**config.mk**
```make
export PLATFORM = sky130hd
export DESIGN_NAME = pci_irq_router
export DESIGN_NICKNAME = d
export VERILOG_FILES = /design/src/rtl/pirq_pkg.sv /design/src/rtl/pirq_line_decode.sv /design/src/rtl/pirq_level_store.sv /design/src/rtl/pirq_gate.sv /design/src/rtl/pci_irq_router.sv
export SDC_FILE = /design/constraint.sdc
export NUM_CORES = 1
export LEC_CHECK = 0
export BUFFER_PORTS_ARGS = -buffer_cell sky130_fd_sc_hd__clkbuf_2
export CORE_UTILIZATION = 57
export CTS_BUF_LIST = sky130_fd_sc_hd__clkbuf_8
export CTS_CLUSTER_DIAMETER = 100
export DETAILED_ROUTE_END_ITERATION = 10
export PLACE_DENSITY = 0.92
export SETUP_SLACK_MARGIN = 0.2
export SYNTH_ARGS = -nofsm -noshare
export SYNTH_HDL_FRONTEND = slang
export SYNTH_HIERARCHICAL = 1
export SYNTH_SLANG_ARGS = --single-unit
```
**constraint.sdc**
```tcl
create_clock -name clk -period 1.2 [get_ports clk]
set_input_delay 0.24 -clock clk [delete_from_list [all_inputs] [get_ports clk]]
set_output_delay 0.24 -clock clk [all_outputs]
set_load 0.05 [all_outputs]
```
**src/rtl/pirq_pkg.sv**
```systemverilog
package pirq_pkg;
  localparam int unsigned PINS_PER_SLOT = 4;
  localparam int unsigned SLOTS_PER_BUS = 4;
  localparam int unsigned NUM_BUSES     = 2;
  localparam int unsigned DEVFN_W       = 8;
  localparam int unsigned PIN_W         = $clog2(PINS_PER_SLOT);
  localparam int unsigned SLOT_W        = $clog2(SLOTS_PER_BUS);
  localparam int unsigned LINES_PER_BUS = PINS_PER_SLOT * SLOTS_PER_BUS;
  localparam int unsigned NUM_LINES     = LINES_PER_BUS * NUM_BUSES;
  localparam int unsigned LINE_W        = $clog2(NUM_LINES);
  localparam int unsigned NUM_GROUPS    = NUM_LINES / PINS_PER_SLOT;
  // slot field sits at devfn[4:3]; bus selector at devfn[0]
  localparam int unsigned SLOT_LSB      = 3;
  localparam int unsigned BUS_BIT       = 0;

  typedef logic [NUM_LINES-1:0]  line_vec_t;
  typedef logic [NUM_GROUPS-1:0] grp_vec_t;
  typedef logic [LINE_W-1:0]     line_idx_t;
endpackage

```
**src/rtl/pirq_line_decode.sv**
```systemverilog
module pirq_line_decode
  import pirq_pkg::*;
(
  input  logic [DEVFN_W-1:0] devfn,
  input  logic [PIN_W-1:0]   pin,
  output line_idx_t          line_idx,
  output line_vec_t          line_hot
);
  logic [SLOT_W-1:0] slot;
  logic              bus_sel;

  always_comb begin
    slot     = devfn[SLOT_LSB +: SLOT_W];
    bus_sel  = devfn[BUS_BIT];
    line_idx = line_idx_t'(bus_sel) * line_idx_t'(LINES_PER_BUS)
             + line_idx_t'(slot) * line_idx_t'(PINS_PER_SLOT)
             + line_idx_t'(pin);
  end

  for (genvar i = 0; i < NUM_LINES; i++) begin : g_hot
    assign line_hot[i] = (line_idx == line_idx_t'(i));
  end
endmodule

```
**src/rtl/pirq_level_store.sv**
```systemverilog
module pirq_level_store
  import pirq_pkg::*;
(
  input  logic      clk,
  input  logic      rst_n,
  input  logic      upd_valid,
  input  line_vec_t line_hot,
  input  logic      upd_level,
  output line_vec_t held_q,
  output line_vec_t held_d
);
  line_vec_t wr_en;

  for (genvar i = 0; i < NUM_LINES; i++) begin : g_line
    assign wr_en[i]  = upd_valid & line_hot[i];
    assign held_d[i] = wr_en[i] ? upd_level : held_q[i];

    always_ff @(posedge clk or negedge rst_n) begin
      if (!rst_n)         held_q[i] <= 1'b0;
      else if (wr_en[i])  held_q[i] <= held_d[i];
    end
  end
endmodule

```
**src/rtl/pirq_gate.sv**
```systemverilog
module pirq_gate
  import pirq_pkg::*;
(
  input  logic      clk,
  input  logic      rst_n,
  input  line_vec_t held_d,
  input  grp_vec_t  grp_enable,
  output line_vec_t irq_q
);
  line_vec_t mask;
  line_vec_t irq_d;

  for (genvar i = 0; i < NUM_LINES; i++) begin : g_mask
    assign mask[i] = grp_enable[i / PINS_PER_SLOT];
  end

  always_comb irq_d = held_d & mask;

  always_ff @(posedge clk or negedge rst_n) begin
    if (!rst_n) irq_q <= '0;
    else        irq_q <= irq_d;
  end
endmodule

```
**src/rtl/pci_irq_router.sv**
```systemverilog
module pci_irq_router
  import pirq_pkg::*;
(
  input  logic                  clk,
  input  logic                  rst_n,
  input  logic                  upd_valid,
  input  logic [DEVFN_W-1:0]    upd_devfn,
  input  logic [PIN_W-1:0]      upd_pin,
  input  logic                  upd_level,
  input  logic [NUM_GROUPS-1:0] grp_enable,
  output logic [NUM_LINES-1:0]  irq_out
);
  line_idx_t line_idx;
  line_vec_t line_hot;
  line_vec_t held_q;
  line_vec_t held_d;

  pirq_line_decode u_dec (
    .devfn    (upd_devfn),
    .pin      (upd_pin),
    .line_idx (line_idx),
    .line_hot (line_hot)
  );

  pirq_level_store u_store (
    .clk       (clk),
    .rst_n     (rst_n),
    .upd_valid (upd_valid),
    .line_hot  (line_hot),
    .upd_level (upd_level),
    .held_q    (held_q),
    .held_d    (held_d)
  );

  pirq_gate u_gate (
    .clk        (clk),
    .rst_n      (rst_n),
    .held_d     (held_d),
    .grp_enable (grp_enable),
    .irq_q      (irq_out)
  );
endmodule

```
==> flow_metrics.py, run 1 <==
metrics = {
    "floorplan": {
        "die_h_um": 73.67,
        "pin_count": 54,
        "dieArea_mm2": 0.005427,
        "rows": 25,
        "core_area_mm2": 0.004817,
        "die_width_um": 73.67,
        "start_util": 0.6078,
    },
    "critical_path": {
        "criticalPathCategory": "in2reg",
        "max_stage_delay_ps": 360,
        "path_max_fanout": 6,
        "critical_path.slowest_cell": "nand3b_1",
        "worst_setup_path_end_kind": "flop",
        "path_cells": "clkbuf_16 > buf_6 > nand3b_1 > nor2_1 > nand2_2 > mux2_4 > and2_1",
        "critPathArrivalTime_ps": 1740,
        "critPathRequiredTime_ps": 1420,
        "start_kind": "primary input",
    },
    "pwr": {
        "p_sw_uw": 2151,
        "p_leak_uw": 0.002272,
        "p_sw_frac": 0.3298,
        "ir_drop_uv": 1509,
        "p_int_uw": 4371,
        "clock_power_share": 0.258,
        "seq_power_share": 0.422,
        "power_uw": 6522,
        "p_per_area_mw_per_mm2": 1425,
        "pwr-share-comb": 0.320,
    },
    "cells_and_area": {
        "drive_gt1_frac": 0.6776,
        "layout.nets": 355,
        "fillers": 125,
        "area_growth_pct": 56.28,
    },
    "status": {
        "failed_checks": "negative setup slack",
        "outcome": "complete, but fails checks",
    },
    "placement": {
        "hpwlAfterDp_um": 3911,
        "place_congestion": 0.7849,
        "port_buffers": 48,
    },
    "global_route": {
        "grt_pass1_wl_um": 13400,
        "grt_max_degree": 65,
        "grt_antenna_before_repair": 0,
        "grt_pass1_vias": 2531,
        "grt_usage": 0.3541,
        "grt-ovfl-total": 0,
    },
    "cts": {
        "clk_pin_slew_worst_paths_ps": 70,
        "insertion_delay_ps": 350,
        "htreeDepth": 3,
        "cts_buffers": 9,
        "cts_buffer_depth": 2,
        "root_buffer": "clkbuf_8",
        "cts_tree": "yes",
        "clock_sinks": 64,
    },
    "sta": {
        "post-route-period-util": 1.273,
        "tns_ps": -6078,
        "max_freq_mhz": 654.8,
        "fin_ws_ps": -327.2,
        "tightest_slew_ps": 478.4,
        "worst_slew_margin_rel": 0.6801,
        "drv_slew": 0,
        "setup_viol": 54,
        "rsz0062_at_grt": "yes",
        "min_period_ps": 1527,
        "hold_viol_final": 0,
        "finalClockSkew_ps": 9.598,
    },
    "drt": {
        "drc_errors": 0,
        "routed_via_density": 6.543,
        "drt_wl_total_um": 11780,
        "post_drt_wl_per_cell_um": 29.22,
        "ant_nets": 0,
        "first_pass_iters": 5,
        "drtIter0Drc": 350,
        "num_vias": 2637,
    },
    "job": {
        "drv_cap": 0,
    },
    "logic_synthesis": {
        "syn_avg_cell_area_um2": 11.76,
        "synth_area_mm2": 0.002928,
        "ys_warn_count": 6,
        "synth_fp_nets": 271,
        "synth_cells": 249,
    },
    "worst_hold_path": {
        "hold_path.class": "in2reg",
    },
}
## critical path: cells and delay by family
kind	cells	cell delay, ps
buffers and inverters	2	240
multiplexers	1	310
AND/OR/NAND/NOR	4	960
## area by class of cell
type | instances | area [um2] | share of cell area
multi-input cells | 172 | 1684 | 0.3681
clock inverters | 2 | 8.758 | 0.001914
diodes | 1 | 2.502 | 0.0005469
well taps | 67 | 83.83 | 0.01832
flip-flops and latches | 64 | 1602 | 0.3500
clock buffers | 11 | 151.4 | 0.03309
repair buffers | 86 | 1044 | 0.2281
## layout by cell type, fill, tap and decap left out, drive strengths merged
master	count
dlygate4sd3	1
nand2b	2
or3b	3
mux2	64
buf	70
diode	1
inv	1
dfrtp	64
nand2	33
clkinv	1
nor2	32
and2	32
or2	1
clkbuf	26
nand3b	3
nand3	1
or3	1
## power groups by stage
stage                     Combinational, uW  Clock (uW)  Sequential [uW]
after floorplan                         576           0             3050
after global routing                   2140        1770             2770
final                                  2090        1680             2750
after detailed placement               1340           0             2660
after CTS                              1800        1590             2660
after global placement                 1290           0             2630
## state kept, by name, indices dropped and copies added (netlist names)
signal and count:
u_store/held_q 32, u_gate/irq_q 32
## metrics by stage
step	hold slack [ps]	setup WS, ps	util	instance area, um2	cells
6_report	184.7	-327.2	0.9499	4576	403
3_5_place_dp	283.3	-442.4	0.7161	3450	374
2_1_floorplan	-55.59	-144.7	-	3037	249
3_3_place_gp	282.4	-398.5	0.7161	3450	374
4_1_cts	144.3	-29.51	0.8984	4328	397
5_1_grt	168.1	-288.4	0.9494	4573	402
## final timing paths
| check | startpoint | endpoint | slack, ps | cells past startpoint |
|---|---|---|---|---|
| max | upd_pin[0] | u_gate/irq_q[29] | -330 | 7 |
| min | grp_enable[1] | u_gate/irq_q[7] | 180 | 2 |
| max reg2reg | u_store/held_q[9] | u_gate/irq_q[9] | 170 | 2 |
| min reg2reg | u_store/held_q[15] | u_store/held_q[15] | 530 | 1 |
| max in group asynchronous | rst_n | u_gate/irq_q[0] | 470 | 3 |
| min in group asynchronous | rst_n | u_gate/irq_q[23] | 450 | 3 |
## repair_timing
action,CTS,global route
endpoints found under the setup margin,92,94
pin swaps,44,41
hold endpoints to repair,64,0
hold buffers,1,0
resized for setup,154,85
setup buffers,9,5
## per-layer routing
metal  up-vias  share of wire  global-route usage
met5         -              0                   0
met4         0          0.083              0.1838
met3       108          0.098             0.09739
met2       234           0.48              0.5994
met1      1313           0.34              0.4096
li1        982              -                   -
No activity file was read; power rests on OpenSTA's default activity.
==> inputs of run 2 (changes only) <==
Settings changed: CORE_UTILIZATION 57 to 30, PLACE_DENSITY 0.92 to 0.59, SLEW_MARGIN set to 20.
==> run 2 against run 1 <==
Effect of this change: the run still ends with negative setup slack left; cell count rose by 15%; combinational power fell by 11%; hold slack lost 17 ps; die area increased by 87%; clock skew decreased by 5.9 ps; largest cell class is now flip-flops and latches; highest routed layer unchanged.
==> flow_metrics.py, run 2 (synthesized netlist as in run 1, its figures left out) <==
metrics = {
    "status": {
        "outcome": "complete, but fails checks",
        "failed_checks": "negative setup slack",
    },
    "drt": {
        "post_drt_wl_per_cell_um": 14.01,
        "first_pass_iters": 4,
        "routed_via_density": 4.402,
        "num_vias": 2047,
        "drtIter0Drc": 66,
        "drc_errors": 0,
        "ant_nets": 0,
        "drt_wl_total_um": 6515,
    },
    "cts": {
        "clock_sinks": 64,
        "cts_buffers": 9,
        "cts_tree": "yes",
        "htreeDepth": 3,
        "insertion_delay_ps": 330,
        "root_buffer": "clkbuf_8",
        "clk_pin_slew_worst_paths_ps": 70,
        "cts_buffer_depth": 2,
    },
    "global_route": {
        "grt_pass1_wl_um": 10310,
        "grt_antenna_before_repair": 0,
        "grt_max_degree": 65,
        "grt-ovfl-total": 0,
        "grt_usage": 0.1364,
        "grt_pass1_vias": 2064,
    },
    "critical_path": {
        "crit_start": "upd_pin[0]",
        "critPathRequiredTime_ps": 1430,
        "r2r_cells": 2,
        "path_max_fanout": 7,
        "criticalPathCategory": "in2reg",
        "rr_startpoint": "u_store/held_q[17]",
        "worst_setup_path_end_kind": "flop",
        "critPathArrivalTime_ps": 1460,
        "start_kind": "primary input",
    },
    "sta": {
        "tightest_slew_ps": 346.1,
        "min_period_ps": 1231,
        "rsz0062_at_grt": "yes",
        "drv_slew": 0,
        "max_freq_mhz": 812.6,
        "setup_viol": 7,
        "timing.hold.ws_ps": 168.2,
        "tns_ps": -83.28,
        "finalClockSkew_ps": 3.736,
        "post-route-period-util": 1.025,
        "hold_viol_final": 0,
        "fin_ws_ps": -30.58,
        "worst_slew_margin_rel": 0.7692,
    },
    "cells_and_area": {
        "fillers": 867,
        "layout_commonest_cell": "dfrtp_1",
        "reg_top3": "u_gate/irq_q: 32 flops, u_store/held_q: 32 flops",
        "final_cell_mix": "64 x dfrtp_1, 49 x mux2_4, 35 x buf_8",
        "num_antenna_cells": 0,
        "layout.nets": 353,
        "area_growth_pct": 54.27,
        "drive_gt1_frac": 0.6220,
    },
    "floorplan": {
        "rows": 35,
        "pin_count": 54,
        "core_area_mm2": 0.009328,
        "start_util": 0.3139,
        "die_width_um": 100.8,
        "dieArea_mm2": 0.01016,
        "die_h_um": 100.8,
    },
    "job": {
        "drv_cap": 0,
    },
    "placement": {
        "port_buffers": 48,
        "place_congestion": 0.7133,
        "pre_cts_slack_ps": -425.4,
        "hpwlAfterDp_um": 3901,
    },
    "worst_hold_path": {
        "hp-start": "grp_enable[4]",
        "whs_path_depth": 2,
        "hold_path.class": "in2reg",
    },
    "pwr": {
        "p_per_area_mw_per_mm2": 1380,
        "p_leak_uw": 0.002215,
        "power_uw": 6234,
        "ir_drop_uv": 494.6,
    },
}
[run 2: timing repair]
| action | 4_1_cts | 5_1_grt |
|---|---|---|
| endpoints found under the setup margin | 90 | 93 |
| buffers inserted | 14 | 2 |
| resized for setup | 95 | 114 |
| hold buffers | 1 | 0 |
| endpoints found under the hold margin | 64 | 0 |
| pin swaps | 32 | 30 |
[run 2: metrics by stage]
| stage | util | cell area, um2 | instances |
|---|---|---|---|
| floorplan | - | 3037 | 249 |
| detailed placement | 0.3749 | 3497 | 432 |
| finish | 0.4842 | 4517 | 465 |
| CTS | 0.4500 | 4198 | 463 |
| global route | 0.4842 | 4517 | 465 |
| global placement | 0.3749 | 3497 | 432 |
[run 2: final cells by class]
class	count	area, um2	share of cell area
sequential	64	1602	0.3546
multi-input combinational	172	1593	0.3526
timing repair buffer	84	977.2	0.2163
clock buffer	12	165.2	0.03657
tap	129	161.4	0.03573
clock inverter	4	18.77	0.004155
[run 2: power by group]
group	total [uW]	switching, uW	internal, uW
Sequential	2680	194	2490
Clock	1700	795	901
Combinational	1850	828	1030
[run 2: critical path, cell delays in order]
cell,delay (ps)
clkbuf_16,130
or3b_4,420
nor2_1,110
nand2_1,110
mux2_4,310
and2_4,130
[run 2: final timing paths]
| path | to | slack (ps) |
|---|---|---|
| max | u_gate/irq_q[26] | -30 |
| min | u_gate/irq_q[18] | 170 |
| max reg2reg | u_gate/irq_q[17] | 280 |
| min reg2reg | u_store/held_q[16] | 500 |
| max in group asynchronous | u_gate/irq_q[2] | 460 |
| min in group asynchronous | u_gate/irq_q[16] | 460 |
[run 2: routing by layer]
metal	track usage	share of wire	up-vias
li1	-	-	982
met1	0.1777	0.46	1024
met2	0.2129	0.48	35
met3	0.03675	0.041	6
met4	0.06020	0.0097	0
met5	0	0	-
